===== src/rtl/mic_rx_pkg.sv =====
package mic_rx_pkg;

  localparam int WORD_W = 32;
  localparam int STS_W  = 6;

  localparam logic [7:0] ADDR_MODE = 8'h04;
  localparam logic [7:0] ADDR_HOLD = 8'h0C;
  localparam logic [7:0] ADDR_IEN  = 8'h14;
  localparam logic [7:0] ADDR_IDIS = 8'h18;
  localparam logic [7:0] ADDR_IMSK = 8'h1C;
  localparam logic [7:0] ADDR_ISTS = 8'h20;
  localparam logic [7:0] ADDR_VER  = 8'h50;

  localparam int STS_READY = 0;
  localparam int STS_EMPTY = 1;
  localparam int STS_FULL  = 2;
  localparam int STS_CHUNK = 3;
  localparam int STS_UDR   = 4;
  localparam int STS_OVR   = 5;

  typedef struct packed {
    logic pop;
  } ctrlStrobe_t;

  typedef struct packed {
    logic underrun;
    logic overrun;
  } fifoEvent_t;

endpackage


===== src/rtl/mic_rx_datapath.sv =====
module mic_rx_datapath
  import mic_rx_pkg::*;
#(
  parameter int NCH      = 4,
  parameter int SAMPLE_W = 24,
  parameter int DEPTH    = 16
) (
  input  logic                      clk,
  input  logic                      rstN,
  input  logic [NCH-1:0]            sampleValid,
  input  logic [NCH*SAMPLE_W-1:0]   sampleData,
  input  ctrlStrobe_t               strobe,
  output logic [WORD_W-1:0]         headWord,
  output logic [$clog2(DEPTH):0]    fillCount,
  output fifoEvent_t                events
);

  localparam int PTR_W = $clog2(DEPTH);
  localparam int CNT_W = PTR_W + 1;
  localparam int TAG_W = WORD_W - SAMPLE_W;

  logic [WORD_W-1:0] mem [DEPTH];
  logic [PTR_W-1:0]  wrPtr, rdPtr;
  logic [CNT_W-1:0]  room, pushCnt;
  logic [CNT_W-1:0]  slotIdx [NCH];
  logic [NCH-1:0]    accept;
  logic              doPop;

  assign room  = CNT_W'(DEPTH) - fillCount;
  assign doPop = strobe.pop && (fillCount != '0);

  // Slot assignment: lower channels take the earlier free entries.
  always_comb begin
    logic [CNT_W-1:0] acc;
    acc     = '0;
    pushCnt = '0;
    accept  = '0;
    for (int i = 0; i < NCH; i++) begin
      slotIdx[i] = acc;
      if (sampleValid[i]) begin
        if (acc < room) begin
          accept[i] = 1'b1;
          pushCnt   = pushCnt + 1'b1;
        end
        acc = acc + 1'b1;
      end
    end
  end

  assign events.overrun  = |(sampleValid & ~accept);
  assign events.underrun = strobe.pop && (fillCount == '0);
  assign headWord        = mem[rdPtr];

  always_ff @(posedge clk) begin
    for (int i = 0; i < NCH; i++) begin
      if (accept[i]) begin
        mem[wrPtr + slotIdx[i][PTR_W-1:0]] <=
          {TAG_W'(i), sampleData[i*SAMPLE_W +: SAMPLE_W]};
      end
    end
  end

  always_ff @(posedge clk) begin
    if (!rstN) begin
      wrPtr     <= '0;
      rdPtr     <= '0;
      fillCount <= '0;
    end else begin
      wrPtr     <= wrPtr + PTR_W'(pushCnt);
      rdPtr     <= rdPtr + PTR_W'(doPop);
      fillCount <= fillCount + pushCnt - CNT_W'(doPop);
    end
  end

  AST_COUNT_BOUND: assert property (@(posedge clk) disable iff (!rstN)
    fillCount <= CNT_W'(DEPTH));

  AST_FULL_DROPS: assert property (@(posedge clk) disable iff (!rstN)
    (fillCount == CNT_W'(DEPTH) && |sampleValid) |-> events.overrun);

  AST_EMPTY_READ_KEEPS: assert property (@(posedge clk) disable iff (!rstN)
    (fillCount == '0 && strobe.pop && !(|sampleValid)) |=> fillCount == '0);

endmodule


===== src/rtl/mic_rx_ctrl.sv =====
module mic_rx_ctrl
  import mic_rx_pkg::*;
#(
  parameter int          DEPTH   = 16,
  parameter logic [11:0] VERSION = 12'h2B7
) (
  input  logic                    clk,
  input  logic                    rstN,
  input  logic [7:0]              regAddr,
  input  logic                    regWrEn,
  input  logic [WORD_W-1:0]       regWrData,
  input  logic                    regRdEn,
  output logic [WORD_W-1:0]       regRdData,
  input  logic [$clog2(DEPTH):0]  fillCount,
  input  logic [WORD_W-1:0]       headWord,
  input  fifoEvent_t              events,
  output ctrlStrobe_t             strobe,
  output logic                    irqOut,
  output logic                    dmaReq
);

  localparam int CNT_W = $clog2(DEPTH) + 1;

  logic [STS_W-1:0]  maskReg;
  logic              udrFlag, ovrFlag;
  logic [3:0]        chunkField, chunkThr;
  logic              fifoEmpty, fifoFull, chunkRdy, stsRead;
  logic [STS_W-1:0]  statusNow;
  logic [WORD_W-1:0] readMux;

  assign strobe.pop = regRdEn && (regAddr == ADDR_HOLD);
  assign stsRead    = regRdEn && (regAddr == ADDR_ISTS);

  always_comb begin
    case (chunkField)
      4'd2:    chunkThr = 4'd2;
      4'd4:    chunkThr = 4'd4;
      4'd8:    chunkThr = 4'd8;
      default: chunkThr = 4'd1;
    endcase
  end

  assign fifoEmpty = (fillCount == '0);
  assign fifoFull  = (fillCount == CNT_W'(DEPTH));
  assign chunkRdy  = int'(fillCount) >= int'(chunkThr);

  always_comb begin
    statusNow            = '0;
    statusNow[STS_READY] = !fifoEmpty;
    statusNow[STS_EMPTY] = fifoEmpty;
    statusNow[STS_FULL]  = fifoFull;
    statusNow[STS_CHUNK] = chunkRdy;
    statusNow[STS_UDR]   = udrFlag;
    statusNow[STS_OVR]   = ovrFlag;
  end

  assign irqOut = |(statusNow & maskReg);
  assign dmaReq = chunkRdy;

  always_comb begin
    case (regAddr)
      ADDR_MODE: readMux = {chunkField, 28'd0};
      ADDR_HOLD: readMux = fifoEmpty ? '0 : headWord;
      ADDR_IMSK: readMux = {{(WORD_W-STS_W){1'b0}}, maskReg};
      ADDR_ISTS: readMux = {{(WORD_W-STS_W){1'b0}}, statusNow};
      ADDR_VER:  readMux = {20'd0, VERSION};
      default:   readMux = '0;
    endcase
  end

  always_ff @(posedge clk) begin
    if (!rstN) begin
      maskReg    <= '0;
      udrFlag    <= 1'b0;
      ovrFlag    <= 1'b0;
      chunkField <= 4'd1;
      regRdData  <= '0;
    end else begin
      if (regWrEn) begin
        case (regAddr)
          ADDR_MODE: chunkField <= regWrData[31:28];
          ADDR_IEN:  maskReg    <= maskReg | regWrData[STS_W-1:0];
          ADDR_IDIS: maskReg    <= maskReg & ~regWrData[STS_W-1:0];
          default:   ;
        endcase
      end
      // A new event in the same cycle as a status read wins over the clear.
      if (events.underrun)  udrFlag <= 1'b1;
      else if (stsRead)     udrFlag <= 1'b0;
      if (events.overrun)   ovrFlag <= 1'b1;
      else if (stsRead)     ovrFlag <= 1'b0;
      if (regRdEn) regRdData <= readMux;
    end
  end

  AST_IEN_SETS: assert property (@(posedge clk) disable iff (!rstN)
    (regWrEn && regAddr == ADDR_IEN) |=>
      ((maskReg & $past(regWrData[STS_W-1:0])) == $past(regWrData[STS_W-1:0])));

  AST_IDIS_CLEARS: assert property (@(posedge clk) disable iff (!rstN)
    (regWrEn && regAddr == ADDR_IDIS) |=>
      ((maskReg & $past(regWrData[STS_W-1:0])) == '0));

  AST_UDR_LATCH: assert property (@(posedge clk) disable iff (!rstN)
    (strobe.pop && fillCount == '0) |=> udrFlag);

  AST_OVR_HOLD: assert property (@(posedge clk) disable iff (!rstN)
    (ovrFlag && !stsRead) |=> ovrFlag);

  AST_DMA_NONEMPTY: assert property (@(posedge clk) disable iff (!rstN)
    dmaReq |-> fillCount != '0);

endmodule


===== src/rtl/mic_rx_fifo.sv =====
module mic_rx_fifo
  import mic_rx_pkg::*;
#(
  parameter int          NCH      = 4,
  parameter int          SAMPLE_W = 24,
  parameter int          DEPTH    = 16,
  parameter logic [11:0] VERSION  = 12'h2B7
) (
  input  logic                    clk,
  input  logic                    rstN,
  input  logic [NCH-1:0]          sampleValid,
  input  logic [NCH*SAMPLE_W-1:0] sampleData,
  input  logic [7:0]              regAddr,
  input  logic                    regWrEn,
  input  logic [31:0]             regWrData,
  input  logic                    regRdEn,
  output logic [31:0]             regRdData,
  output logic                    irqOut,
  output logic                    dmaReq
);

  localparam int CNT_W = $clog2(DEPTH) + 1;

  ctrlStrobe_t       strobe;
  fifoEvent_t        events;
  logic [WORD_W-1:0] headWord;
  logic [CNT_W-1:0]  fillCount;

  mic_rx_datapath #(
    .NCH(NCH), .SAMPLE_W(SAMPLE_W), .DEPTH(DEPTH)
  ) u_datapath (
    .clk(clk), .rstN(rstN),
    .sampleValid(sampleValid), .sampleData(sampleData),
    .strobe(strobe), .headWord(headWord),
    .fillCount(fillCount), .events(events)
  );

  mic_rx_ctrl #(
    .DEPTH(DEPTH), .VERSION(VERSION)
  ) u_ctrl (
    .clk(clk), .rstN(rstN),
    .regAddr(regAddr), .regWrEn(regWrEn), .regWrData(regWrData),
    .regRdEn(regRdEn), .regRdData(regRdData),
    .fillCount(fillCount), .headWord(headWord), .events(events),
    .strobe(strobe), .irqOut(irqOut), .dmaReq(dmaReq)
  );

endmodule


===== config.mk =====
export PLATFORM = sky130hd
export DESIGN_NAME = mic_rx_fifo
export DESIGN_NICKNAME = d
export VERILOG_FILES = /design/src/rtl/mic_rx_pkg.sv /design/src/rtl/mic_rx_datapath.sv /design/src/rtl/mic_rx_ctrl.sv /design/src/rtl/mic_rx_fifo.sv
export SDC_FILE = /design/constraint.sdc
export NUM_CORES = 2
export LEC_CHECK = 0
export BUFFER_PORTS_ARGS = -buffer_cell sky130_fd_sc_hd__buf_2
export CAP_MARGIN = 40
export CORE_MARGIN = 5
export CORE_UTILIZATION = 28
export DETAILED_ROUTE_END_ITERATION = 8
export GPL_TIMING_DRIVEN = 0
export PLACE_DENSITY = 0.44
export SETUP_SLACK_MARGIN = 0.02
export SKIP_LAST_GASP = 1
export SLEW_MARGIN = 20
export SYNTH_ARGS = -nofsm -noshare
export SYNTH_HDL_FRONTEND = slang
export SYNTH_HIERARCHICAL = 1
export SYNTH_SLANG_ARGS = --single-unit

===== constraint.sdc =====
create_clock -name clk -period 6.9 [get_ports clk]
set_input_delay 0.69 -clock clk [delete_from_list [all_inputs] [get_ports clk]]
set_output_delay 0.69 -clock clk [all_outputs]
set_load 0.02 [all_outputs]

==> run metrics <==
CTS Buf Count 60; clk sinks 473; number of vias after detailed routing 30,600; Top FF cell, synth edfxtp_1; endpoint type of the worst setup path flip-flop; Post-DRT Antenna Nets 0; Setup crit start sampleValid[0]; setup violators final 0; Peak supply drop 245.6 uV; max layer used met5; Data arrival, critical path 6.16 ns; # rows 123; RSZ-0062 raised after global routing no; Fin. Hold Viols 0; H-tree level count 2; largest net degree at the start of global routing 25; root buffer cell clkbuf_16; Reg clk slew, reported paths 0.06 ns; Compound-Gate Fraction of Synth Area 0.1851; DIE AREA 119,500 um^2; GPL Wtd Cong 1.008; Hold Crit Class in2reg; Via-to-Cell Ratio 6.039; Sw Pwr 5.595 mW; Syn Area/Cell 9.843 um^2; post_cts resized 0; DRT met1 WL 70.40 mm; multi-input combinational cell area 16,560 um^2; initial core utilization 0.2812; total global-route track usage 0.2836; layout cells sized above 1 0.2082; Die H 345.7 um; Final Util 0.3345; status finished, final reports clean; cell area after layout 37,530 um^2; Worst slew margin 0.3118; Routed WL per cell 34.99 um; Crit Path Max Fanout 10; Max Fclk 174.4 MHz; Placed Area 35,410 um^2; post-synthesis cell count 3,205; mux share of post-synthesis cell area 0.1557; Reg-to-Reg Start u_datapath/fillCount[0]$_SDFF_PN0_; clock skew 0.03189 ns; Yosys cell types 73; Final min period 5.735 ns; worst-margin pin slew 1.032 ns; Pint 7.925 mW; fillers 11,550; Max-Cap Viols 0; CP Launch Type input pin; FF/Latch Area 13,310 um^2; cell area power density 360.2 nW/um^2; die width 345.7 um; P_leak 13.11 nW; IO Port Bufs 111; Ys Warns 6; Yosys reg bits 473; Layout area overhead 18.98%; Final Max Slew Viols 0; Clock Power Share 0.233; worst endpoint required time 7.33 ns; initial antenna violation count 15; Seq pwr share 0.329; first-pass GRT wire length 239.4 mm; Setup Buffers After CTS 0; metal2 WL 76.83 mm; CTS tree built; cell area after synthesis 31,550 um^2; vias in the first global route 28,660; Synth Area in XOR/XNOR 0.006941; Crit Path Class in2reg; fin nets 3,684; first-pass detailed-route iteration total 9; I/O pins 178; met3 wire len 18.55 mm; DRC 0; Clock Path Buffers 3; Gate power share 0.438; global route overflow 0; Tcrit/Tclk final 0.8311; hold path startpoint regWrData[28]; net switching fraction of the power 0.4138; register area share after synthesis 0.4220; clk_lat worst skew 0.71 ns; post-DP HPWL 129.2 mm; asr flop ratio synth 0; Routed Wire Length 177.2 mm; core footprint 112,200 um^2; EDFF count, synth 384; # hold bufs at CTS 0; largest family of logic cells by synthesized area compound AO/OA/AOI/OAI gates; Synth Area in Simple Gates 0.1554; adder-cell share of the synthesized area 0.01563; initial DRC count 4,522
[cells by family (layout without fill, tap and decap cells)]
kind of cell               after synthesis  after routing
AOI/OAI and AO/OA                      838            838
xor gates and xnor gates                25             25
adders and majority gates               37             37
buffers and inverters                  453            798
DFF                                    473            473
muxes                                  328            328
other                                    1             17
and+or+nand+nor                       1050           1050
[power groups by stage]
stage | Combinational (mW) | Sequential (mW) | Clock (mW)
after floorplan | 3.16 | 4.40 | 0
after CTS | 5.67 | 4.44 | 3.19
final | 5.92 | 4.45 | 3.15
after detailed placement | 5.65 | 4.50 | 0
after global placement | 5.22 | 4.55 | 0
after global routing | 6.13 | 4.50 | 3.30
[metrics by stage]
step | setup WS (ns) | total power, mW | hold WS, ns | instances | TNS [ns]
floorplan | 2.467 | 7.569 | 0.4180 | 3210 | 0
global placement | -1.687 | 9.776 | 0.4325 | 4821 | -237.91
detailed placement | 0.6195 | 10.15 | 0.4332 | 4923 | 0
CTS | 1.231 | 13.30 | 0.1781 | 5037 | 0
global route | 1.144 | 13.93 | 0.2259 | 5055 | 0
finish | 1.165 | 13.52 | 0.2170 | 5066 | 0
[synth_stat cells, types with 19 or more instances]
master,count,area [um^2]
o2bb2ai_1,19,166.4
mux2i_1,197,1972
and3_1,103,644.4
buf_1,37,138.9
nor2_1,110,412.9
a221oi_1,50,437.9
a21o_1,30,225.2
nor4_1,19,118.9
buf_2,46,230.2
a22o_1,25,219.0
ha_1,33,412.9
or3_1,35,219.0
edfxtp_1,384,11530
and2_1,21,131.4
clkbuf_1,288,1081
a211oi_1,34,255.2
inv_1,59,221.5
nand4_1,22,137.6
nor2b_1,37,231.5
mux4_2,130,2928
nand2_1,576,2162
a21oi_1,131,655.6
nand3_1,45,225.2
o221a_2,144,1622
dfxtp_1,89,1782
nor3_1,26,130.1
o21ai_0,331,1657
[critical path, cell delays in order]
cell,delay [ns]
buf_2,0.14
clkbuf_1,0.36
inv_1,0.13
ha_1,0.36
xor2_1,0.34
ha_1,0.24
inv_1,0.06
fa_1,0.50
clkbuf_1,0.38
nor2b_1,0.22
nand2_1,0.68
clkbuf_1,0.64
nand4_1,0.79
buf_8,0.41
buf_6,0.18
[layout make-up]
cell class	instances	area share
multi-input cells	2284	0.4411
clock inverters	27	0.005834
repair buffers	231	0.05227
plain buffers	394	0.04427
clock buffers	87	0.04514
well taps	1500	0.05001
inverters	59	0.005901
diodes	11	0.0007334
flip-flops and latches	473	0.3547
[cells in the final DEF, fill, tap and decap left out, drive strengths merged, types with 24 or more instances in the layout]
cell type	instances
nand2	577
edfxtp	384
clkbuf	378
o21ai	349
buf	334
mux2i	197
o221a	144
a21oi	132
mux4	130
nor2	112
and3	103
dfxtp	89
a221oi	60
inv	59
nand3	45
nor2b	37
or3	35
a211oi	34
ha	33
nor3	31
a21o	30
a22o	25
nor4	24
[final timing paths]
| path | slack (ns) | cells past startpoint | end |
|---|---|---|---|
| worst max-delay path | 1.17 | 15 | u_datapath/mem[11][16]$_DFFE_PP_ |
| worst min-delay path | 0.22 | 3 | u_ctrl/chunkField[0]$_SDFFE_PN1P_ |
| worst max register to register | 1.44 | 13 | u_datapath/mem[11][16]$_DFFE_PP_ |
| worst min register to register | 0.45 | 2 | u_datapath/mem[4][25]$_SDFFE_PP1P_ |
[state kept, by name (all words and copies together), names as in the netlist, named ones only]
signal / count
u_ctrl/udrFlag: 1
u_ctrl/regRdData: 32
u_datapath/rdPtr: 4
u_datapath/mem: 416
u_datapath/wrPtr: 4
u_ctrl/ovrFlag: 1
u_ctrl/chunkField: 4
u_datapath/fillCount: 5
[layer usage]
metal  vias to the layer above  global-route usage
met5                         -                   0
met4                        10              0.1537
met3                       505             0.06929
met2                      2146              0.4279
met1                     15290              0.3752
li1                      12650                   -
Note: power is estimated with default switching activity, not from simulation.
